## src/rtl/wsched_pkg.sv

```systemverilog
package wsched_pkg;

    typedef enum logic [1:0] {
        CLS_SIMPLE  = 2'd0,
        CLS_COMPLEX = 2'd1,
        CLS_BRANCH  = 2'd2,
        CLS_RSVD    = 2'd3
    } instr_cls_e;

    localparam int unsigned ICYC_SIMPLE  = 1;
    localparam int unsigned ICYC_COMPLEX = 4;
    localparam int unsigned ICYC_BRANCH  = 16;

    // Instruction cycles charged for one instruction of a class.
    function automatic int unsigned cls_icycles(instr_cls_e c);
        case (c)
            CLS_COMPLEX: return ICYC_COMPLEX;
            CLS_BRANCH:  return ICYC_BRANCH;
            default:     return ICYC_SIMPLE;
        endcase
    endfunction

    // Per-issue bookkeeping request handed to the slot table.
    typedef struct packed {
        logic       fire;
        instr_cls_e cls;
    } issue_req_t;

endpackage

```

## src/rtl/wsched_slot_table.sv

```systemverilog
module wsched_slot_table
    import wsched_pkg::*;
#(
    parameter int unsigned NUM_SLOTS    = 32,
    parameter int unsigned IDX_W        = 5,
    parameter int unsigned CNT_W        = 7,
    parameter int unsigned CLK_PER_ICYC = 4
) (
    input  logic                 clk,
    input  logic                 rst,
    input  logic                 alloc_en,
    input  logic [IDX_W-1:0]     alloc_idx,
    input  logic                 retire_en,
    input  logic [IDX_W-1:0]     retire_idx,
    input  issue_req_t           issue_req,
    input  logic [IDX_W-1:0]     issue_idx,
    output logic [NUM_SLOTS-1:0] vld,
    output logic [NUM_SLOTS-1:0] cnt_zero
);

    // Countdown load: the wave may issue again exactly cost clocks later.
    logic [CNT_W-1:0] load_val;
    always_comb begin
        load_val = CNT_W'(cls_icycles(issue_req.cls) * CLK_PER_ICYC - 1);
    end

    for (genvar i = 0; i < NUM_SLOTS; i++) begin : g_slot
        logic [CNT_W-1:0] cnt_q;
        logic             vld_q;
        logic             hit_alloc, hit_retire, hit_issue;

        always_comb begin
            hit_alloc  = alloc_en  && (alloc_idx  == IDX_W'(i));
            hit_retire = retire_en && (retire_idx == IDX_W'(i));
            hit_issue  = issue_req.fire && (issue_idx == IDX_W'(i));
        end

        always_ff @(posedge clk) begin
            if (rst) begin
                vld_q <= 1'b0;
                cnt_q <= '0;
            end else if (hit_alloc) begin
                vld_q <= 1'b1;
                cnt_q <= '0;
            end else if (hit_retire) begin
                vld_q <= 1'b0;
                cnt_q <= '0;
            end else if (hit_issue) begin
                cnt_q <= load_val;
            end else if (cnt_q != '0) begin
                cnt_q <= cnt_q - 1'b1;
            end
        end

        assign vld[i]      = vld_q;
        assign cnt_zero[i] = (cnt_q == '0);
    end

endmodule

```

## src/rtl/wsched_free_finder.sv

```systemverilog
module wsched_free_finder #(
    parameter int unsigned NUM_SLOTS = 32,
    parameter int unsigned IDX_W     = 5
) (
    input  logic [NUM_SLOTS-1:0] vld,
    output logic                 any_free,
    output logic [IDX_W-1:0]     free_idx
);

    // Lowest-numbered unoccupied slot.
    always_comb begin
        any_free = 1'b0;
        free_idx = '0;
        for (int k = NUM_SLOTS - 1; k >= 0; k--) begin
            if (!vld[k]) begin
                any_free = 1'b1;
                free_idx = IDX_W'(k);
            end
        end
    end

endmodule

```

## src/rtl/wsched_rr_picker.sv

```systemverilog
module wsched_rr_picker #(
    parameter int unsigned NUM_SLOTS = 32,
    parameter int unsigned IDX_W     = 5
) (
    input  logic [NUM_SLOTS-1:0] elig,
    input  logic [IDX_W-1:0]     last_idx,
    output logic                 pick_valid,
    output logic [IDX_W-1:0]     pick_idx
);

    // Scan offsets 1..NUM_SLOTS from the last issued slot; the last slot
    // checked is the last issued one itself, so it has lowest priority.
    always_comb begin
        pick_valid = 1'b0;
        pick_idx   = '0;
        for (int k = 1; k <= NUM_SLOTS; k++) begin
            int j;
            j = int'(last_idx) + k;
            if (j >= int'(NUM_SLOTS)) j = j - int'(NUM_SLOTS);
            if (!pick_valid && elig[j]) begin
                pick_valid = 1'b1;
                pick_idx   = IDX_W'(j);
            end
        end
    end

endmodule

```

## src/rtl/wave_issue_sched.sv

```systemverilog
module wave_issue_sched
    import wsched_pkg::*;
#(
    parameter int unsigned NUM_SLOTS  = 32,
    parameter int unsigned WAVE_ELEMS = 64,
    parameter int unsigned SIMD_LANES = 16,
    localparam int unsigned IDX_W        = (NUM_SLOTS > 1) ? $clog2(NUM_SLOTS) : 1,
    localparam int unsigned CLK_PER_ICYC = WAVE_ELEMS / SIMD_LANES,
    localparam int unsigned MAX_COST     = ICYC_BRANCH * CLK_PER_ICYC,
    localparam int unsigned CNT_W        = $clog2(MAX_COST + 1)
) (
    input  logic                   clk,
    input  logic                   rst,
    input  logic                   alloc_req,
    output logic                   alloc_grant,
    output logic [IDX_W-1:0]       alloc_slot,
    input  logic                   retire_valid,
    input  logic [IDX_W-1:0]       retire_slot,
    input  logic [NUM_SLOTS-1:0]   opnd_ready,
    input  logic [2*NUM_SLOTS-1:0] instr_class,
    output logic                   issue_valid,
    output logic [IDX_W-1:0]       issue_slot,
    output logic [1:0]             issue_class
);

    logic [NUM_SLOTS-1:0] vld;
    logic [NUM_SLOTS-1:0] cnt_zero;
    logic [NUM_SLOTS-1:0] elig;
    logic [IDX_W-1:0]     ptr;
    logic                 any_free;
    logic                 pick_valid;
    logic [IDX_W-1:0]     pick_idx;
    instr_cls_e           pick_cls;
    issue_req_t           issue_req;

    assign elig = vld & opnd_ready & cnt_zero;

    wsched_free_finder #(
        .NUM_SLOTS (NUM_SLOTS),
        .IDX_W     (IDX_W)
    ) u_free (
        .vld      (vld),
        .any_free (any_free),
        .free_idx (alloc_slot)
    );

    wsched_rr_picker #(
        .NUM_SLOTS (NUM_SLOTS),
        .IDX_W     (IDX_W)
    ) u_pick (
        .elig       (elig),
        .last_idx   (ptr),
        .pick_valid (pick_valid),
        .pick_idx   (pick_idx)
    );

    assign alloc_grant = alloc_req && any_free;
    assign pick_cls    = instr_cls_e'(instr_class[pick_idx*2 +: 2]);

    always_comb begin
        issue_req.fire = pick_valid;
        issue_req.cls  = pick_cls;
    end

    wsched_slot_table #(
        .NUM_SLOTS    (NUM_SLOTS),
        .IDX_W        (IDX_W),
        .CNT_W        (CNT_W),
        .CLK_PER_ICYC (CLK_PER_ICYC)
    ) u_tab (
        .clk        (clk),
        .rst        (rst),
        .alloc_en   (alloc_grant),
        .alloc_idx  (alloc_slot),
        .retire_en  (retire_valid),
        .retire_idx (retire_slot),
        .issue_req  (issue_req),
        .issue_idx  (pick_idx),
        .vld        (vld),
        .cnt_zero   (cnt_zero)
    );

    always_ff @(posedge clk) begin
        if (rst) begin
            ptr <= '0;
        end else if (pick_valid) begin
            ptr <= pick_idx;
        end
    end

    assign issue_valid = pick_valid;
    assign issue_slot  = pick_idx;
    assign issue_class = pick_cls;

endmodule

```

## config.mk

```make
export PLATFORM = sky130hd
export DESIGN_NAME = wave_issue_sched
export DESIGN_NICKNAME = d
export VERILOG_FILES = /design/src/rtl/wsched_pkg.sv /design/src/rtl/wsched_slot_table.sv /design/src/rtl/wsched_free_finder.sv /design/src/rtl/wsched_rr_picker.sv /design/src/rtl/wave_issue_sched.sv
export SDC_FILE = /design/constraint.sdc
export NUM_CORES = 1
export LEC_CHECK = 0
export CAP_MARGIN = 10
export CORE_UTILIZATION = 46
export CTS_CLUSTER_DIAMETER = 40
export DETAILED_ROUTE_END_ITERATION = 16
export PLACE_DENSITY = 0.62
export RECOVER_POWER = 50
export SLEW_MARGIN = 20
export SYNTH_ARGS = -nofsm -noshare
export SYNTH_HDL_FRONTEND = slang
export SYNTH_SLANG_ARGS = --single-unit
```

## constraint.sdc

```tcl
create_clock -name clk -period 13.35 [get_ports clk]
set_input_delay 1.335 -clock clk [delete_from_list [all_inputs] [get_ports clk]]
set_output_delay 1.335 -clock clk [all_outputs]
set_load 0.1 [all_outputs]
```

==> run metrics <==
setup TNS=0 ns; max-slew violation count=60; Fin Clk Skew=0.02064 ns; Vias=23,988; H-tree depth=2; Finish-stage setup viols=0; Die ar.=slightly below 50,000 um2; Hold/Removal Path Class=register to register; Die Span X=219.5 um; nets=3,201; R2R Setup Slk=between 1 and 1.5 ns; failing checks=max-capacitance violations, max-slew violations; Worst slew margin=-83.45%; Reg-to-Reg Start=ptr[2]; fill count=4,413; Rows=a little under 80; Max Fclk=about 0.081 GHz; reg2reg end=u_tab.g_slot[0].cnt_q[4]; WS Path Type=register to primary output; multi-input logic area=around 16,000 um2; EDFF count, synth=0; number of synthesized register bits=261; total CTS buffers=47; met3 usage=6.680%; post-synthesis sequential area ratio=24.02%; total congestion overflow=0; post-synthesis area per instance=7.419 um2; Syn. warnings=0; post-CTS setup repair buffer count=0; mux cell area share after synthesis=between 4 and 5%; Clk Tree Root Cell=clkbuf_16; WP data arrival=11.03 ns; crit path capture type=primary output; layer with the highest usage=met2; clk slew on worst S/H paths=0.05 ns; core region area=46,560 um2; FF-to-FF path depth=22; hpwl dp=~70,000 um; CP max stage cell=clkdlybuf4s50_1; GRT Overall Usage=36.45%; CP Launch Type=register; hold_ws=0.4742 ns; GP Congestion=between 1 and 1.5; Seq. cell area=~5200 um2; synthesized area=21,750 um2; final wirelength=89,850 um; post-synthesis async set-or-reset flop share=0%; met1 Usage GRT=a little under half; starting density of the core=46.73%; CP peak stage delay=1.20 ns; Longest Clk Path Bufs=3; WHS Path Cells=2; Post-Synth Simple-Gate Area=29.82%; Worst Setup EP=issue_class[1]; pin count of the biggest net entering global routing=~70; Synth Area in Adders=around 4.4%; CP Buf/Inv Count=5; Die Y=about 220 um; Fin. Hold Viols=0; status=complete, but fails checks; drt wl/cell=24.51 um; Residual DRC=0; First-pass DRT Iterations=6; met2 Resource Use GR=between 50% and 60%; Post-CTS Resized=0; CP Depth=23; Clock Latency Late Sink=around 0.59 ns; Max-Cap Viols=4; Vias/cell=6.543; crit path cell chain=inv_1 -> ha_1 -> clkbuf_1 -> inv_1 -> nor4_1 -> a2111oi_0 -> o2bb2a_1 -> o311ai_1 -> o221ai_1 -> a211oi_4 -> nand3_2 -> nor3_1 -> a22oi_1 -> o211ai_1 -> a32oi_1 -> o31ai_1 -> a21boi_0 -> a21oi_1 -> inv_2 -> o31ai_1 -> nor4_1 -> a41oi_1 -> clkdlybuf4s50_1; Synth Area in XOR/XNOR=7.483%; setup ws final=between 0.9 and 1 ns; TritonCTS clock tree=yes; initial antenna violation count=3; Final min period=12.37 ns; area delta synth->final=15.58%; main combinational cell family by area after synthesis=simple AND/OR/NAND/NOR gates; Routed Antenna Nets=0; RSZ-0062 raised after global routing=false; I/O Buffers=between 100 and 150; Tightest Pin Transition=2.727 ns; Post-synth top flop=dfxtp_1; crit-path leading delay family=compound AO/OA/AOI/OAI gates; DRT iter0 DRCs=2,643; Worst Setup SP=ptr[2]; Worst Path Max Fanout=18; Synth Area in Compound Gates=24.84%; Period Utilization, post-route=between 90% and 100%; first-pass GRT wire length=133,600 um; # IOs=119; clock sink total=261; vias in the first global route=22,510; Place WS=2.555 ns; Worst EP required=~12 ns; Synth cell types=105; Synth Instances=between 2,000 and 3,000; Hold-fix buffers, CTS=0; syn nets=between 3,000 and 4,000; layout cells sized above 1=7.325%
## flip-flops by register name (all words and copies together) (netlist names)
signal              count
ptr                     5
u_tab.g_slot.cnt_q    224
u_tab.g_slot.vld_q     32
## layout make-up
| type | instances | area share [%] |
|---|---|---|
| sequential | 261 | 20.81 |
| multi-input combinational | 2444 | 61.80 |
| timing repair buffer | 166 | 6.007 |
| tap | 607 | 3.021 |
| clock buffer | 59 | 5.220 |
| antenna | 1 | 0.009953 |
| clock inverter | 29 | 1.657 |
| inverter | 99 | 1.478 |
## kinds of logic (layout without fill, tap and decap cells)
| kind of cell | after synthesis | count (layout) |
|---|---|---|
| other | 0 | 1 |
| flip-flops | 261 | 261 |
| XOR/XNOR | 182 | 182 |
| buffers and inverters | 227 | 353 |
| AO/OA/AOI/OAI | 828 | 828 |
| AND/OR/NAND/NOR | 1277 | 1277 |
| adder cells (fa/ha/maj) | 77 | 77 |
| multiplexers | 80 | 80 |
## cell usage in the layout (no fill, tap or decap), types with 27 or more instances in the layout
cell,netlist,layout
nand2_1,409,409
a21oi_1,305,308
dfxtp_1,261,258
nor2_1,236,238
o21ai_0,120,120
nor3_1,119,118
nand3_1,114,114
clkdlybuf4s50_1,0,109
xnor2_1,97,95
inv_1,94,94
xor2_1,82,82
ha_1,77,77
a211oi_1,69,69
or3_1,64,64
nand4_1,50,50
clkbuf_16,0,48
o211ai_1,46,46
mux2i_1,42,42
buf_4,12,41
o22ai_1,29,29
or4_1,28,28
and2_1,29,27
## metrics by stage
stage | instance area [um2] | util [%] | instances
6_report | 25140 | 54.00 | 3666
5_1_grt | 25140 | 54.00 | 3666
4_1_cts | 25230 | 54.19 | 3665
3_5_place_dp | 23500 | 50.47 | 3577
3_3_place_gp | 23490 | 50.46 | 3577
2_1_floorplan | 21750 | - | 2932
## routing by layer
| layer | share of wire [%] | vias up |
|---|---|---|
| li1 | - | 11069 |
| met4 | 5.3 | 0 |
| met5 | 0 | - |
| met2 | 45 | 1225 |
| met1 | 41 | 11405 |
| met3 | 8.3 | 289 |
## how the worst min path moves through the flow
| stage | endpoint | slack, ns | start |
|---|---|---|---|
| 6_report | u_tab.g_slot[6].cnt_q[6] | 0.47 | u_tab.g_slot[6].cnt_q[6] |
| 5_1_grt | u_tab.g_slot[22].cnt_q[0] | 0.52 | u_tab.g_slot[22].cnt_q[0] |
| 4_1_cts | u_tab.g_slot[6].cnt_q[6] | 0.47 | u_tab.g_slot[6].cnt_q[6] |
| 3_5_place_dp | u_tab.g_slot[6].cnt_q[6] | 0.46 | u_tab.g_slot[6].cnt_q[6] |
| 3_3_place_gp | u_tab.g_slot[6].cnt_q[6] | 0.45 | u_tab.g_slot[6].cnt_q[6] |
| 2_1_floorplan | u_tab.g_slot[6].cnt_q[6] | 0.44 | u_tab.g_slot[6].cnt_q[6] |
## cell usage after synthesis, drive strengths merged, types with 29 or more instances
cell    count  area share [%]
nand2     410             7.1
ha         77             4.4
xnor2      98             4.0
a211oi     71             2.5
a21oi     308             7.1
mux2i      42             1.9
buf        71             1.9
nor2      239             4.2
nor3      122             2.9
xor2       84             3.5
nand3     115             2.7
o211ai     46             1.6
clkbuf     57            0.98
dfxtp     261              24
nand4      50             1.4
o22ai      30            0.89
or4        29             1.0
and2       29            0.83
or3        64             1.8
o21ai     124             2.9
nor4       34             1.3
inv        97             1.7
## worst reg2reg max path, cell delays in order, from the launching register on
cell and delay [ns]:
dfxtp_1 0.30, inv_1 0.67, ha_1 0.64, clkbuf_1 0.49, inv_1 0.66, nor4_1 0.15
a2111oi_0 0.99, o2bb2a_1 0.31, o311ai_1 0.18, o221ai_1 0.43, a211oi_4 0.52, nand3_2 0.31
nor3_1 0.61, a22oi_1 0.19, o211ai_1 0.13, a32oi_1 0.16, o31ai_1 0.99, a21boi_0 0.31
a21oi_1 0.51, inv_2 0.22, nor4_1 2.18, nand3_1 0.56, a21oi_1 0.28
Power is left out: the tool's default activity adds up to more than one toggle a clock period on the data nets, which glitch-free logic cannot reach.
